$ cat config.mk
export PLATFORM = sky130hd
export DESIGN_NAME = dead_time_inserter
export DESIGN_NICKNAME = d
export VERILOG_FILES = /design/src/rtl/dtins_pkg.sv /design/src/rtl/dtins_dtreg.sv /design/src/rtl/dtins_chan.sv /design/src/rtl/dead_time_inserter.sv
export SDC_FILE = /design/constraint.sdc
export NUM_CORES = 1
export LEC_CHECK = 0
export BUFFER_PORTS_ARGS = -buffer_cell sky130_fd_sc_hd__buf_2
export CAP_MARGIN = 20
export CELL_PAD_IN_SITES_DETAIL_PLACEMENT = 0
export CELL_PAD_IN_SITES_GLOBAL_PLACEMENT = 1
export CORE_MARGIN = 3
export CORE_UTILIZATION = 51
export CTS_CLUSTER_DIAMETER = 100
export CTS_CLUSTER_SIZE = 30
export DETAILED_ROUTE_END_ITERATION = 16
export GPL_ROUTABILITY_DRIVEN = 0
export HOLD_SLACK_MARGIN = 0.1
export PLACE_DENSITY = 0.84
export SLEW_MARGIN = 20
export SYNTH_ARGS = -nofsm -noshare
export SYNTH_HDL_FRONTEND = slang
export SYNTH_SLANG_ARGS = --single-unit
export TNS_END_PERCENT = 10
$ cat constraint.sdc
create_clock -name clk -period 5.4 [get_ports clk]
set_input_delay 0.27 -clock clk [delete_from_list [all_inputs] [get_ports clk]]
set_output_delay 0.27 -clock clk [all_outputs]
set_load 0.02 [all_outputs]
$ cat src/rtl/dtins_pkg.sv
package dtins_pkg;
   typedef enum logic [1:0] {
      CH_IDLE  = 2'd0,
      CH_WAIT  = 2'd1,
      CH_COUNT = 2'd2
   } ch_state_e;

   localparam logic GATE_ON  = 1'b0;
   localparam logic GATE_OFF = 1'b1;
endpackage

$ cat src/rtl/dtins_dtreg.sv
module dtins_dtreg #(
   parameter int DT_W     = 8,
   parameter int DT_RESET = 1
) (
   input  logic            clk,
   input  logic            rst_n,
   input  logic            we_i,
   input  logic [DT_W-1:0] wdata_i,
   output logic [DT_W-1:0] dt_o
);
   localparam logic [DT_W-1:0] RST_VAL = DT_W'(DT_RESET);

   logic [DT_W-1:0] dt_q;

   always_ff @(posedge clk or negedge rst_n) begin
      if (!rst_n) begin
         dt_q <= RST_VAL;
      end else if (we_i && (wdata_i != '0)) begin
         dt_q <= wdata_i;
      end
   end

   assign dt_o = dt_q;


   zero_write_ignored_chk: assert property (@(posedge clk) disable iff (!rst_n)
      (we_i && wdata_i == '0) |=> $stable(dt_q));


   nonzero_write_loads_chk: assert property (@(posedge clk) disable iff (!rst_n)
      (we_i && wdata_i != '0) |=> (dt_q == $past(wdata_i)));
endmodule

$ cat src/rtl/dtins_chan.sv
module dtins_chan
   import dtins_pkg::*;
#(
   parameter int DT_W = 8
) (
   input  logic            clk,
   input  logic            rst_n,
   input  logic            gate_i,
   input  logic            tick_i,
   input  logic            trig_sel_i,
   input  logic            ext_trig_i,
   input  logic            bypass_i,
   input  logic [DT_W-1:0] dt_i,
   output logic            gate_o
);
   localparam logic [DT_W-1:0] ONE = DT_W'(1);

   ch_state_e       st;
   logic [DT_W-1:0] cnt;
   logic            in_q;
   logic            hold_q;
   logic            fall;

   assign fall = (in_q == GATE_OFF) && (gate_i == GATE_ON);

   always_ff @(posedge clk or negedge rst_n) begin
      if (!rst_n) begin
         in_q   <= GATE_OFF;
         st     <= CH_IDLE;
         cnt    <= '0;
         hold_q <= GATE_OFF;
      end else begin
         in_q <= gate_i;
         if (bypass_i) begin
            st     <= CH_IDLE;
            cnt    <= '0;
            hold_q <= gate_i;
         end else if (gate_i == GATE_OFF) begin
            st     <= CH_IDLE;
            cnt    <= '0;
            hold_q <= GATE_OFF;
         end else begin
            unique case (st)
               CH_IDLE: begin
                  if (fall) begin
                     if (trig_sel_i) begin
                        st <= CH_WAIT;
                     end else begin
                        st  <= CH_COUNT;
                        cnt <= dt_i;
                     end
                  end
               end
               CH_WAIT: begin
                  if (ext_trig_i) begin
                     st  <= CH_COUNT;
                     cnt <= dt_i;
                  end
               end
               CH_COUNT: begin
                  if (tick_i) begin
                     if (cnt == ONE) begin
                        st     <= CH_IDLE;
                        cnt    <= '0;
                        hold_q <= GATE_ON;
                     end else begin
                        cnt <= cnt - ONE;
                     end
                  end
               end
               default: begin
                  st  <= CH_IDLE;
                  cnt <= '0;
               end
            endcase
         end
      end
   end

   assign gate_o = bypass_i ? gate_i : (gate_i | hold_q);


   cnt_nonzero_chk: assert property (@(posedge clk) disable iff (!rst_n)
      (st == CH_COUNT) |-> (cnt != '0));


   release_on_expiry_chk: assert property (@(posedge clk) disable iff (!rst_n)
      ($fell(hold_q) && !$past(bypass_i)) |->
         $past(st == CH_COUNT && tick_i && cnt == ONE));


   cancel_chk: assert property (@(posedge clk) disable iff (!rst_n)
      (st != CH_IDLE && gate_i == GATE_OFF && !bypass_i) |=>
         (st == CH_IDLE && hold_q == GATE_OFF));


   wait_holds_chk: assert property (@(posedge clk) disable iff (!rst_n)
      (st == CH_WAIT && !ext_trig_i && gate_i == GATE_ON && !bypass_i) |=>
         (st == CH_WAIT && hold_q == GATE_OFF));


   bypass_track_chk: assert property (@(posedge clk) disable iff (!rst_n)
      bypass_i |=> (hold_q == $past(gate_i)));


   no_tick_stall_chk: assert property (@(posedge clk) disable iff (!rst_n)
      (st == CH_COUNT && !tick_i && gate_i == GATE_ON && !bypass_i) |=>
         (st == CH_COUNT && $stable(cnt)));
endmodule

$ cat src/rtl/dead_time_inserter.sv
module dead_time_inserter #(
   parameter int NUM_PHASES = 3,
   parameter int DT_W       = 8,
   parameter int DT_RESET   = 1
) (
   input  logic                    clk,
   input  logic                    rst_n,
   input  logic                    dt_we,
   input  logic [DT_W-1:0]         dt_wdata,
   input  logic                    cnt_tick,
   input  logic                    trig_sel,
   input  logic                    ext_trig,
   input  logic                    dt_off,
   input  logic [2*NUM_PHASES-1:0] gate_in,
   output logic [2*NUM_PHASES-1:0] gate_out
);
   localparam int NCH    = 2 * NUM_PHASES;
   localparam int DT_MAX = (1 << DT_W) - 1;

   if (NUM_PHASES < 1) begin : g_bad_phases
      $error("dead_time_inserter: NUM_PHASES must be at least 1");
   end
   if (DT_W < 2 || DT_W > 16) begin : g_bad_width
      $error("dead_time_inserter: DT_W must be within 2..16");
   end
   if (DT_RESET < 1 || DT_RESET > DT_MAX) begin : g_bad_reset
      $error("dead_time_inserter: DT_RESET must be within 1..2**DT_W-1");
   end

   logic [DT_W-1:0] dt_val;

   dtins_dtreg #(
      .DT_W     (DT_W),
      .DT_RESET (DT_RESET)
   ) u_dtreg (
      .clk     (clk),
      .rst_n   (rst_n),
      .we_i    (dt_we),
      .wdata_i (dt_wdata),
      .dt_o    (dt_val)
   );

   for (genvar i = 0; i < NCH; i++) begin : g_ch
      dtins_chan #(
         .DT_W (DT_W)
      ) u_chan (
         .clk        (clk),
         .rst_n      (rst_n),
         .gate_i     (gate_in[i]),
         .tick_i     (cnt_tick),
         .trig_sel_i (trig_sel),
         .ext_trig_i (ext_trig),
         .bypass_i   (dt_off),
         .dt_i       (dt_val),
         .gate_o     (gate_out[i])
      );
   end


   inactive_passes_chk: assert property (@(posedge clk) disable iff (!rst_n)
      (gate_in == {NCH{1'b1}}) |=> ##0 ((gate_out | ~gate_in) == {NCH{1'b1}}));
endmodule

# Word-level counts from Yosys, hierarchy flattened
# Index checks and enable logic that the tools add are counted.
word_totals:
  output_inout_bits: 6
  memories: 0
  latch_bits: 0
  ramBits: 0
  wordCells: 253
  reg_bits: 80
  mem_bits_ro: 0
  in_bits: 21
classes:
  shift: 0
  n_reduce_logical: 50
  mux: 112
  n_bitwise: 12
  n_eq_ne: 48
  mul: 0
  n_lt_le_gt_ge: 0
  addsub: 6
  n_div: 0
ops:
  columns: ["operator", "count"]
  rows:
  - ["2-to-1 mux 8 bit", 32]
  - ["one-hot mux 8 bit (3 select lines)", 6]
  - ["inequality test 4 bit (second input constant)", 18]
  - ["2-to-1 mux 2 bit", 32]
  - ["nonzero test 3 bit", 18]
  - ["equality test 8 x 1 -> 1 bit (second input constant)", 6]
  - ["inequality test 4 x 3 -> 1 bit (second input constant)", 12]
  - ["AND reduction 4 bit", 12]
  - ["subtractor 8 x 1 -> 8 bit (second input constant)", 6]
  - ["2-to-1 mux 1 bit", 36]
  - ["one-hot mux 2 bit (3 select lines)", 6]
  - ["AND reduction 3 bit", 6]
  - ["equality test 2 x 1 -> 1 bit (second input constant)", 6]
  - ["equality test 2 bit (second input constant)", 6]
  - ["logical NOT 2 bit", 6]
  - ["nonzero test 8 bit", 1]
  - ["logical AND 1 bit", 7]
  - ["NOT 1 bit", 6]
  - ["bitwise OR 1 bit", 6]

# Depth between registers and ports, before layout
# Gate-level depths: netlist (run 1).
logic_depth:
  word_depth: 6
  depth_mapped: 7
  mapped_depth_nobuf: 7

# Hierarchy
# From an unflattened synthesis (run 1), not the netlist that was laid out.
hier_totals:
  hier_cells: 523
  area_unflattened_um2: 5317.6
by_module_without_submodules:
  columns: ["mod", "seq_area_each_um2", "cells_per_inst", "area_each_um2", "instances"]
  rows:
  - ["dtins_chan (g_ch[0].u_chan ...)", 302.8, 81, 822.0, 4]
  - ["dtins_chan (g_ch[4].u_chan ...)", 302.8, 82, 800.8, 2]
  - ["dtins_dtreg", 201.4, 35, 427.9, 1]

# Least setup slack after synthesis (run 1)
# OpenSTA, ideal clock, no wires.
synth_path:
  path_kind: "reg-to-reg"
  start: "register g_ch[1].u_chan.cnt[4]"
  end: "register g_ch[1].u_chan.cnt[6]"
  arrival_time_ps: 1771
  setup_time_ps: 124
  path_buffers: 0
  synth_period_minus_slack_ps: 1895
  required_time_ps: 5276
  setup_slack_ps: 3505
  stages_incl_launch_ff: 6
  path_cell_list: "dfrtp_1 or4_4 nor2_1 mux2_2 and3_1 a211o_1"
synth_between:
  elab_chain_cells: 6
  word_cells_on_any_way: 7
  cone_classes: "add/sub: 1; eq/ne: 1; mux: 5"
synth_lines:
  columns: ["element", "line", "source"]
  rows:
  - ["start, declared", "dtins_chan.sv:19", "logic [DT_W-1:0] cnt;"]
  - ["start signal, assigned", "dtins_chan.sv:50", "cnt <= dt_i;"]
  - ["start signal, assigned", "dtins_chan.sv:57", "cnt <= dt_i;"]
  - ["start signal, assigned", "dtins_chan.sv:67", "cnt <= cnt - ONE;"]
  - ["subtractor 8 x 1 -> 8 bit / equality test 8 x 1 -> 1 bit (equally long branches)", "dtins_chan.sv:67, dtins_chan.sv:62", null]
  - ["2-to-1 mux 8 bit (*)", "dtins_chan.sv:62", "if (cnt == ONE) begin"]
  - ["2-to-1 mux 8 bit (*)", "dtins_chan.sv:61", "if (tick_i) begin"]
  - ["one-hot mux 8 bit (3 select lines) (*)", "dtins_chan.sv:43", "unique case (st)"]
  - ["2-to-1 mux 8 bit (*)", "dtins_chan.sv:38", "end else if (gate_i == GATE_OFF) begin"]
  - ["2-to-1 mux 8 bit (*)", "dtins_chan.sv:34", "if (bypass_i) begin"]
# Mark *: on every way between the ends. The rest lies on a longest branch, timed or not. The select of a mux whose other input is x is not followed.
# A chain may end at the register's enable or synchronous reset.

# Worst setup path after layout (run 1)
layout_path:
  start: "register g_ch[0].u_chan.in_q"
  end: "register g_ch[0].u_chan.cnt[2]"
layout_between:
  elab_chain_cells: 3
layout_lines:
  columns: ["element", "line", "source"]
  rows:
  - ["start, declared", "dtins_chan.sv:20", "logic in_q;"]
  - ["start signal, assigned", "dtins_chan.sv:33", "in_q <= gate_i;"]
  - ["logical AND 1 bit", "dtins_chan.sv:24", "assign fall = (in_q == GATE_OFF) && (gate_i == GATE_ON);"]
  - ["inequality test 4 x 3 -> 1 bit (no line)", null, null]
  - ["AND reduction 4 bit (no line)", null, null]
  - ["end signal, assigned", "dtins_chan.sv:50", null]
  - ["end signal, assigned", "dtins_chan.sv:57", null]
  - ["end signal, assigned", "dtins_chan.sv:67", null]
  - ["end, declared", "dtins_chan.sv:19", null]
# Every way passes these cells.

==> results of run 1 <==
registers in the layout, summed over array words and instances (netlist names):
name                flops
g_ch.u_chan.cnt        48
g_ch.u_chan.st         12
u_dtreg.dt_o            8
g_ch.u_chan.hold_q      6
g_ch.u_chan.in_q        6
cells in the mapped netlist, drive strengths merged, types with 12 or more instances:
library cell  number
ha                12
inv               39
nor3              20
dfrtp             67
o22ai             16
nor2              48
dfstp             13
a21oi             29
nand2             66
buf               15
o21ai             43
final timing paths:
kind                                                from                                end  depth (start not counted)
max                        g_ch[0].u_chan.in_q$_DFF_PN1_  g_ch[0].u_chan.cnt[2]$_DFFE_PN0P_                          5
min                                          dt_wdata[3]        u_dtreg.dt_o[3]$_DFFE_PN0P_                          3
max reg2reg                g_ch[0].u_chan.in_q$_DFF_PN1_  g_ch[0].u_chan.cnt[2]$_DFFE_PN0P_                          5
min reg2reg                  u_dtreg.dt_o[1]$_DFFE_PN0P_        u_dtreg.dt_o[1]$_DFFE_PN0P_                          2
max in group asynchronous                          rst_n  g_ch[0].u_chan.cnt[4]$_DFFE_PN0P_                          2
min in group asynchronous                          rst_n  g_ch[5].u_chan.cnt[4]$_DFFE_PN0P_                          2
power by group through the flow:
| stage | logic, mW | clock network [mW] | registers [mW] |
|---|---|---|---|
| floorplan | 0.212 | 0 | 0.668 |
| global placement | 0.271 | 0 | 0.686 |
| detailed placement | 0.276 | 0 | 0.688 |
| CTS | 0.282 | 0.434 | 0.676 |
| global route | 0.317 | 0.457 | 0.682 |
| finish | 0.283 | 0.423 | 0.678 |
layer usage:
| layer | vias up | wire [um] |
|---|---|---|
| met5 | - | 0 |
| met4 | 0 | 328 |
| met3 | 25 | 519 |
| met2 | 105 | 6560 |
| met1 | 2214 | 5980 |
| li1 | 2135 | - |
through the flow:
| stage | setup slack [ps] | instances | total power [mW] | instance area (sq um) |
|---|---|---|---|---|
| finish | 3180 | 725 | 1.38 | 5380 |
| floorplan | 3510 | 569 | 0.880 | 4950 |
| global route | 3010 | 725 | 1.46 | 5380 |
| global placement | 3230 | 701 | 0.957 | 5110 |
| CTS | 3160 | 724 | 1.39 | 5370 |
| detailed placement | 3180 | 701 | 0.964 | 5110 |
tightest hold or removal path: stages:
cell	delay, ps
buf_2	80
nand2_1	40
nand2_1	50
cell families (layout without fill, tap and decap cells):
| logic type | count (synthesis) | count (layout) | synth area share (%) |
|---|---|---|---|
| simple gates | 226 | 226 | 23.4 |
| compound gates | 178 | 178 | 24.9 |
| flops | 80 | 80 | 40.7 |
| buf+inv | 62 | 89 | 5.68 |
| fa+ha+maj | 12 | 12 | 3.03 |
| mux | 8 | 8 | 1.74 |
| xor+xnor | 3 | 3 | 0.530 |
cell type report:
class / count / area (sq um) / area share [%]
multi-input combinational: 427 / 2660 / 49.3
sequential: 80 / 2020 / 37.5
timing repair buffer: 34 / 216 / 4.02
clock buffer: 14 / 173 / 3.21
tap: 129 / 161 / 3.00
inverter: 39 / 146 / 2.72
clock inverter: 2 / 12.5 / 0.232
==> impl_metrics.env, run 1 <==
export IMPL_crit_required_ps=5610
export IMPL_drcViolationCount=0
export IMPL_setup_tns_ps=0
export IMPL_ys_flop_type="dfrtp_1"
export IMPL_nNetsFinal=624
export IMPL_synthArstFlopShare_pct=100
export IMPL_n_fill_cell=861
export IMPL_routed_via_density=6.18
export IMPL_syn_area_sq_um=4950
export IMPL_grt_max_degree=81
export IMPL_core_area_sq_um=9330
export IMPL_n_antenna_cell=0
export IMPL_cts_buffer_depth=2
export IMPL_dpl_hpwl_um=9210
export IMPL_vias=4479
export IMPL_comb_power_share_pct=20.5
export IMPL_drive_gt1_share_pct=13.3
export IMPL_cts_tree="done"
export IMPL_drt_iter0_markers=290
export IMPL_synth_seq_cells=80
export IMPL_numClockSinks=80
export IMPL_crit_path_max_incr_delay_ps=680
export IMPL_io_buffers=26
export IMPL_cts_made_buffers=9
export IMPL_busiest_layer="met2"
export IMPL_r2r_slack_ps=3180
export IMPL_powerDensity_nw_per_um2=257
export IMPL_grt_pass1_wl_um=22300
export IMPL_status="finished, final reports clean"
export IMPL_firstDrtPassIters=5
export IMPL_worstMarginPinSlew_ps=869
export IMPL_final_common_cell="dfrtp_1"
export IMPL_holdWs_ps=115
export IMPL_grtUsageMet3_pct=3.21
export IMPL_critPathLaunchType="register"
export IMPL_fin_util_pct=57.7
export IMPL_crit_arrival_ps=2420
export IMPL_period_minus_slack_ps=2220
export IMPL_yosys_top_cells_area="dfrtp_1 (34%), dfstp_2 (6.9%), nand2_1 (5.0%)"
export IMPL_final_cell_mix="dfrtp_1 (67), nand2_1 (66), nor2_1 (48)"
export IMPL_grt_pass1_vias=4476
export IMPL_grtUsageMet1_pct=33.7
export IMPL_critPathSlowestCell="a31oi_1"
export IMPL_fin_crit_sh_pct=41.1
export IMPL_synth_cell_types=68
export IMPL_synth_top_area_share_pct=33.8
export IMPL_clk_pin_slew_ps=80
export IMPL_worst_setup_path_type="register to register"
export IMPL_rsz0062_at_grt="false"
export IMPL_power_leakage_nw=2.37
export IMPL_yosysSeqAreaShare_pct=40.7
export IMPL_clock_latency_ps=350
export IMPL_synth_cells=569
export IMPL_finalWirelength_um=13400
export IMPL_initial_utilization_pct=53.1
export IMPL_p_switching_mw=0.434
export IMPL_min_path_type="input pin to register"
export IMPL_setup_violations=0
export IMPL_cts_repair_resized=0
export IMPL_p_clk_share_pct=30.6
export IMPL_final_antenna_net_count=0
export IMPL_finClkSkew_ps=9.37
export IMPL_fmax_mhz=451
export IMPL_antenna_found_initial=0
export IMPL_synth_edf_count=0
export IMPL_crit_path_cell_trace="or3b_2, a31oi_1, nor2_1, nand2_1, o221ai_1"
export IMPL_postCtsHoldBufs=7
export IMPL_drv_cap=0
export IMPL_cp_max_fo=11
export IMPL_cpLargestDelayFamily="compound AO/OA/AOI/OAI gates"
export IMPL_root_buffer="clkbuf_8"
export IMPL_syn_nets=602
export IMPL_synth_avg_cell_area_sq_um=8.71
export IMPL_cts_setup_buffers=0
export IMPL_p_int_mw=0.950
export IMPL_slew_violations=0
export IMPL_area_delta_synth_final_pct=8.64
export IMPL_wl_per_cell_um=18.5
export IMPL_ios=27
export IMPL_power_frac_seq_pct=49.0
export IMPL_cp_end_kind="register"
export IMPL_max_slew_margin_pct=41.8
export IMPL_synth_area_leader_cell="dfrtp_1"
export IMPL_yosysWarningCount=0
export IMPL_grt_use_met2_pct=42.0
export IMPL_finalHoldViolations=0
export IMPL_dieArea_sq_um=10900
export IMPL_die_x_um=105
export IMPL_die_h_um=105
export IMPL_track_usage_pct=25.2
export IMPL_core_rowCount=35
export IMPL_h_tree_depth=3
export IMPL_worst_path_buf_inv=0
export IMPL_switching_share_pct=31.4
export IMPL_ir_drop_mv=0.148
export IMPL_overflow=0
Power figures use the tool's default switching activity.
==> run 2: changes to the inputs <==
CORE_UTILIZATION = 47   (was 51)
PLACE_DENSITY = 0.78   (was 0.84)
clock period = 2.2 ns   (was 5.4 ns; I/O delays follow)
==> run 2 against run 1 <==
Fmax up 7.2%. Final cell count up 3.4%. Via count grew 1.6%. Hold slack better by 38 ps. Count of clock-buffer cells in the layout is 3 lower. Die area up 8.0%. Combinational power grew to 2.6 times the previous value. Highest routed layer unchanged.
==> impl_metrics.env, run 2 (synthesized netlist as in run 1, its figures left out) <==
export IMPL_setup_violations=0
export IMPL_cp_max_fo=6
export IMPL_ios=27
export IMPL_grt_pass1_wl_um=22200
export IMPL_io_buffers=26
export IMPL_finalWirelength_um=13300
export IMPL_multi_input_area_sq_um=2660
export IMPL_die_x_um=109
export IMPL_design_area_sq_um=5610
export IMPL_worst_setup_path_type="register to register"
export IMPL_fmax_mhz=483
export IMPL_firstDrtPassIters=5
export IMPL_power_leakage_nw=2.47
export IMPL_final_antenna_net_count=0
export IMPL_largest_reg_flops=48
export IMPL_min_path_type="input pin to register"
export IMPL_fin_crit_sh_pct=94.1
export IMPL_initial_utilization_pct=49.5
export IMPL_final_cell_mix="dfrtp_1 (67), nand2_1 (66), nor2_1 (48)"
export IMPL_seqCellArea_sq_um=2020
export IMPL_grt_max_degree=52
export IMPL_period_minus_slack_ps=2070
export IMPL_holdWs_ps=154
export IMPL_drcViolationCount=0
export IMPL_clk_pin_slew_ps=80
export IMPL_critPathSlowestCell="or4b_4"
export IMPL_grt_pass1_vias=4367
export IMPL_crit_required_ps=2400
export IMPL_drv_cap=0
export IMPL_die_h_um=109
export IMPL_powerDensity_nw_per_um2=629
export IMPL_cts_made_buffers=9
export IMPL_core_rowCount=36
export IMPL_n_antenna_cell=0
export IMPL_finalHoldViolations=0
export IMPL_nNetsFinal=645
export IMPL_drt_iter0_markers=386
export IMPL_postPlaceCellArea_sq_um=5180
export IMPL_h_tree_depth=3
export IMPL_max_slew_margin_pct=60.0
export IMPL_critPathLaunchType="register"
export IMPL_root_buffer="clkbuf_8"
export IMPL_overflow=0
export IMPL_cts_tree="done"
export IMPL_rsz0062_at_grt="true"
export IMPL_antenna_found_initial=0
export IMPL_dpl_hpwl_um=9090
export IMPL_cts_setup_buffers=0
export IMPL_cp_end_kind="register"
export IMPL_wl_per_cell_um=17.8
export IMPL_clock_latency_ps=350
export IMPL_vias=4552
export IMPL_track_usage_pct=24.0
export IMPL_final_common_cell="dfrtp_1"
export IMPL_routed_via_density=6.07
export IMPL_worstMarginPinSlew_ps=598
export IMPL_finClkSkew_ps=11.9
export IMPL_ir_drop_mv=0.316
export IMPL_cts_buffer_depth=2
export IMPL_drive_gt1_share_pct=14.1
export IMPL_n_fill_cell=922
export IMPL_area_delta_synth_final_pct=13.3
export IMPL_crit_path_cell_trace="inv_1, ha_1, or4b_4, o211ai_1, nor3b_1, a21oi_1, o21ai_0"
export IMPL_core_area_sq_um=10000
export IMPL_dieArea_sq_um=11800
export IMPL_status="finished, final reports clean"
export IMPL_slew_violations=0
export IMPL_numClockSinks=80
export IMPL_crit_arrival_ps=2270
export IMPL_largest_register="g_ch.u_chan.cnt"
export IMPL_crit_path_max_incr_delay_ps=510
run 2: changes by cell type in the layout (fill, tap and decap cells not counted), sizes merged:
cell / change
clkinv: +1
bufinv: +1
buf: +6
clkinvlp: +1
clkbuf: -3
dlygate4sd3: +15
run 2: power breakdown:
part / total, mW / switching [mW] / internal [mW]
logic: 0.728 / 0.422 / 0.306
registers: 1.66 / 0.111 / 1.55
clock network: 1.14 / 0.553 / 0.583
run 2: path summary, 6_finish.rpt:
check / endpoint / startpoint / cells after the start / slack, ps
hold reg to reg: u_dtreg.dt_o[1]$_DFFE_PN0P_ / u_dtreg.dt_o[1]$_DFFE_PN0P_ / 2 / 520
hold / removal: g_ch[1].u_chan.st[0]$_DFFE_PN0P_ / dt_off / 2 / 150
max in group asynchronous: u_dtreg.dt_o[0]$_DFFE_PN1P_ / rst_n / 3 / 1280
setup / recovery: g_ch[4].u_chan.cnt[2]$_DFFE_PN0P_ / g_ch[4].u_chan.cnt[1]$_DFFE_PN0P_ / 7 / 130
setup reg to reg: g_ch[4].u_chan.cnt[2]$_DFFE_PN0P_ / g_ch[4].u_chan.cnt[1]$_DFFE_PN0P_ / 7 / 130
min in group asynchronous: g_ch[5].u_chan.cnt[1]$_DFFE_PN0P_ / rst_n / 2 / 230
run 2: layer usage:
layer	track usage, %	wire [um]
met5	0	0
met3	2.43	648
met2	37.5	6100
met4	9.65	293
met1	34.2	6290
run 2: area by class of cell:
class                      instances  area share [%]
multi-input combinational        427            47.3
inverter                          39            2.61
clock inverter                     5           0.981
tap                              133            2.96
timing repair buffer              55            7.49
sequential                        80            36.0
clock buffer                      11            2.70
run 2: repair_timing:
action                                 4_1_cts  5_1_grt
setup endpoints to repair                    0        3
hold buffers                                23        0
resized for setup                            0        1
endpoints found under the hold margin       71        0
run 2: through the flow:
stage          instances  util (%)  TNS, ps  worst slack, ps  power [mW]
6_report             750      56.1        0              131        3.53
2_1_floorplan        569         -        0              305        2.16
3_5_place_dp         711      51.8        0              147        2.38
3_3_place_gp         711      51.8        0              213        2.37
5_1_grt              750      56.1    -23.6            -23.6        3.71
4_1_cts              750      56.1        0              128        3.56
run 2: worst max-delay path: cells and delay by family, from the launching register on:
family / cells / cell delay [ps]
adders and majority gates: 1 / 180
and+or+nand+nor: 2 / 630
AOI/OAI and AO/OA: 3 / 600
buffers and inverters: 1 / 90
DFF: 1 / 430
==> run 3: changes to the inputs <==
BUFFER_PORTS_ARGS = default   (was -buffer_cell sky130_fd_sc_hd__buf_2)
CORE_UTILIZATION = 49   (was 47)
DONT_BUFFER_PORTS = 1   (was default)
==> run 3 against run 2 <==
Sequential power barely moved. Core utilization rose by 0.63 points. Global-route usage rose by 1.1 points. Count of clock-buffer cells in the layout rose by 3. Largest cell class unchanged. Hold slack got worse by 35 ps. Clock skew fell by 2.7 ps. Sequential share of layout area rose by 0.25 points. Setup slack improved by 22 ps. Die area fell by 3.9%. Critical endpoint is now g_ch[1].u_chan.cnt[3]$_DFFE_PN0P_. Non-clock buffer count fell by 18. Final cell count fell by 2.4%.
==> impl_metrics.env, run 3 (synthesized netlist as in run 1, its figures left out) <==
export IMPL_status="finished, final reports clean"
export IMPL_fmax_mhz=488
export IMPL_design_area_sq_um=5570
export IMPL_largest_reg_flops=48
export IMPL_drcViolationCount=0
export IMPL_postCtsHoldBufs=30
export IMPL_dp_cells=686
export IMPL_final_cell_mix="dfrtp_1 (67), nand2_1 (66), nor2_1 (48)"
export IMPL_n_antenna_cell=0
export IMPL_fin_util_pct=56.8
export IMPL_slew_violations=0
export IMPL_antenna_found_initial=0
export IMPL_numClockSinks=80
export IMPL_postPlaceCellArea_sq_um=5040
export IMPL_initial_utilization_pct=50.5
export IMPL_cp_end_kind="register"
export IMPL_layoutNonFillerInstCount=732
export IMPL_grt_pass1_vias=4432
export IMPL_finalHoldViolations=0
export IMPL_dpl_hpwl_um=9050
export IMPL_routed_via_density=6.14
export IMPL_area_delta_synth_final_pct=12.5
export IMPL_cts_buffer_depth=2
export IMPL_max_slew_margin_pct=61.8
export IMPL_worst_setup_path_type="register to register"
export IMPL_switching_share_pct=29.6
export IMPL_track_usage_pct=25.1
export IMPL_root_buffer="clkbuf_8"
export IMPL_min_path_type="input pin to register"
export IMPL_powerDensity_nw_per_um2=638
export IMPL_setup_tns_ps=0
export IMPL_ios=27
export IMPL_finClkSkew_ps=9.22
export IMPL_drive_gt1_share_pct=10.4
export IMPL_power_leakage_nw=2.42
export IMPL_fin_crit_sh_pct=93.1
export IMPL_worstMarginPinSlew_ps=571
export IMPL_clock_latency_ps=360
export IMPL_drt_iter0_markers=304
export IMPL_nNetsFinal=627
export IMPL_p_int_mw=2.50
export IMPL_crit_required_ps=2450
export IMPL_final_common_cell="dfrtp_1"
export IMPL_cts_tree="done"
export IMPL_dieArea_sq_um=11400
export IMPL_crit_arrival_ps=2300
export IMPL_finalWirelength_um=13500
export IMPL_grt_pass1_wl_um=22500
export IMPL_core_area_sq_um=9820
export IMPL_setup_violations=0
export IMPL_final_antenna_net_count=0
export IMPL_period_minus_slack_ps=2050
export IMPL_cts_setup_buffers=0
export IMPL_comb_power_share_pct=19.9
export IMPL_holdWs_ps=118
export IMPL_firstDrtPassIters=5
export IMPL_grt_max_degree=81
export IMPL_rsz0062_at_grt="false"
export IMPL_io_buffers=0
export IMPL_ir_drop_mv=0.313
export IMPL_vias=4497
export IMPL_p_clk_share_pct=33.4
export IMPL_cp_max_fo=8
export IMPL_overflow=0
export IMPL_h_tree_depth=3
export IMPL_core_rowCount=36
export IMPL_wl_per_cell_um=18.4
export IMPL_timing_final_ws_setup_ps=153
export IMPL_cts_repair_resized=0
export IMPL_drv_cap=0
export IMPL_critPathLaunchType="register"
export IMPL_cts_made_buffers=9
export IMPL_clk_pin_slew_ps=80
export IMPL_power_frac_seq_pct=46.6
export IMPL_largest_register="g_ch.u_chan.cnt"
export IMPL_die_h_um=107
export IMPL_dp_slack_ps=182
export IMPL_p_switching_mw=1.05
export IMPL_finalPower_mw=3.55
export IMPL_die_x_um=107
[run 3: changes by cell type in the layout (fill, tap and decap cells not counted), moves of 2 or more]
cell | before | now
buf_2 | 25 | 0
clkbuf_8 | 11 | 13
clkinvlp_4 | 2 | 0
dlygate4sd3_1 | 23 | 29
[run 3: power by group through the flow]
stage | clock network [mW] | registers [mW] | logic [mW]
floorplan | 0 | 1.64 | 0.521
global placement | 0 | 1.68 | 0.603
detailed placement | 0 | 1.68 | 0.608
CTS | 1.22 | 1.66 | 0.706
global route | 1.28 | 1.67 | 0.792
finish | 1.19 | 1.66 | 0.708
[run 3: routing by layer]
metal,global-route usage [%],wire (um),vias to the layer above
li1,-,-,2144
met1,33.7,6090,2210
met2,40.8,6480,118
met3,3.70,567,25
met4,10.0,344,0
met5,0,0,-
[run 3: area by class of cell]
cell class,count,area [sq um]
fill,942,4250
multi-input combinational,427,2660
sequential,80,2020
timing repair buffer,37,370
clock buffer,14,183
tap,133,166
inverter,39,146
clock inverter,2,35.0
[run 3: critical path, cell delays in order (launching register included)]
cell and delay (ps):
dfrtp_1 420, inv_1 90, ha_1 180, or3b_2 510, o21ai_2 330, o31ai_1 150
a22o_1 250
[run 3: worst paths after layout]
check / end / slack [ps] / start / cells after the start
worst max-delay path: g_ch[1].u_chan.cnt[3]$_DFFE_PN0P_ / 150 / g_ch[1].u_chan.cnt[1]$_DFFE_PN0P_ / 6
worst min-delay path: g_ch[1].u_chan.hold_q$_DFFE_PN1P_ / 120 / gate_in[1] / 2
worst max register to register: g_ch[1].u_chan.cnt[3]$_DFFE_PN0P_ / 150 / g_ch[1].u_chan.cnt[1]$_DFFE_PN0P_ / 6
worst min register to register: u_dtreg.dt_o[1]$_DFFE_PN0P_ / 510 / u_dtreg.dt_o[1]$_DFFE_PN0P_ / 2
max in group asynchronous: u_dtreg.dt_o[0]$_DFFE_PN1P_ / 1520 / rst_n / 2
min in group asynchronous: g_ch[5].u_chan.cnt[4]$_DFFE_PN0P_ / 310 / rst_n / 2
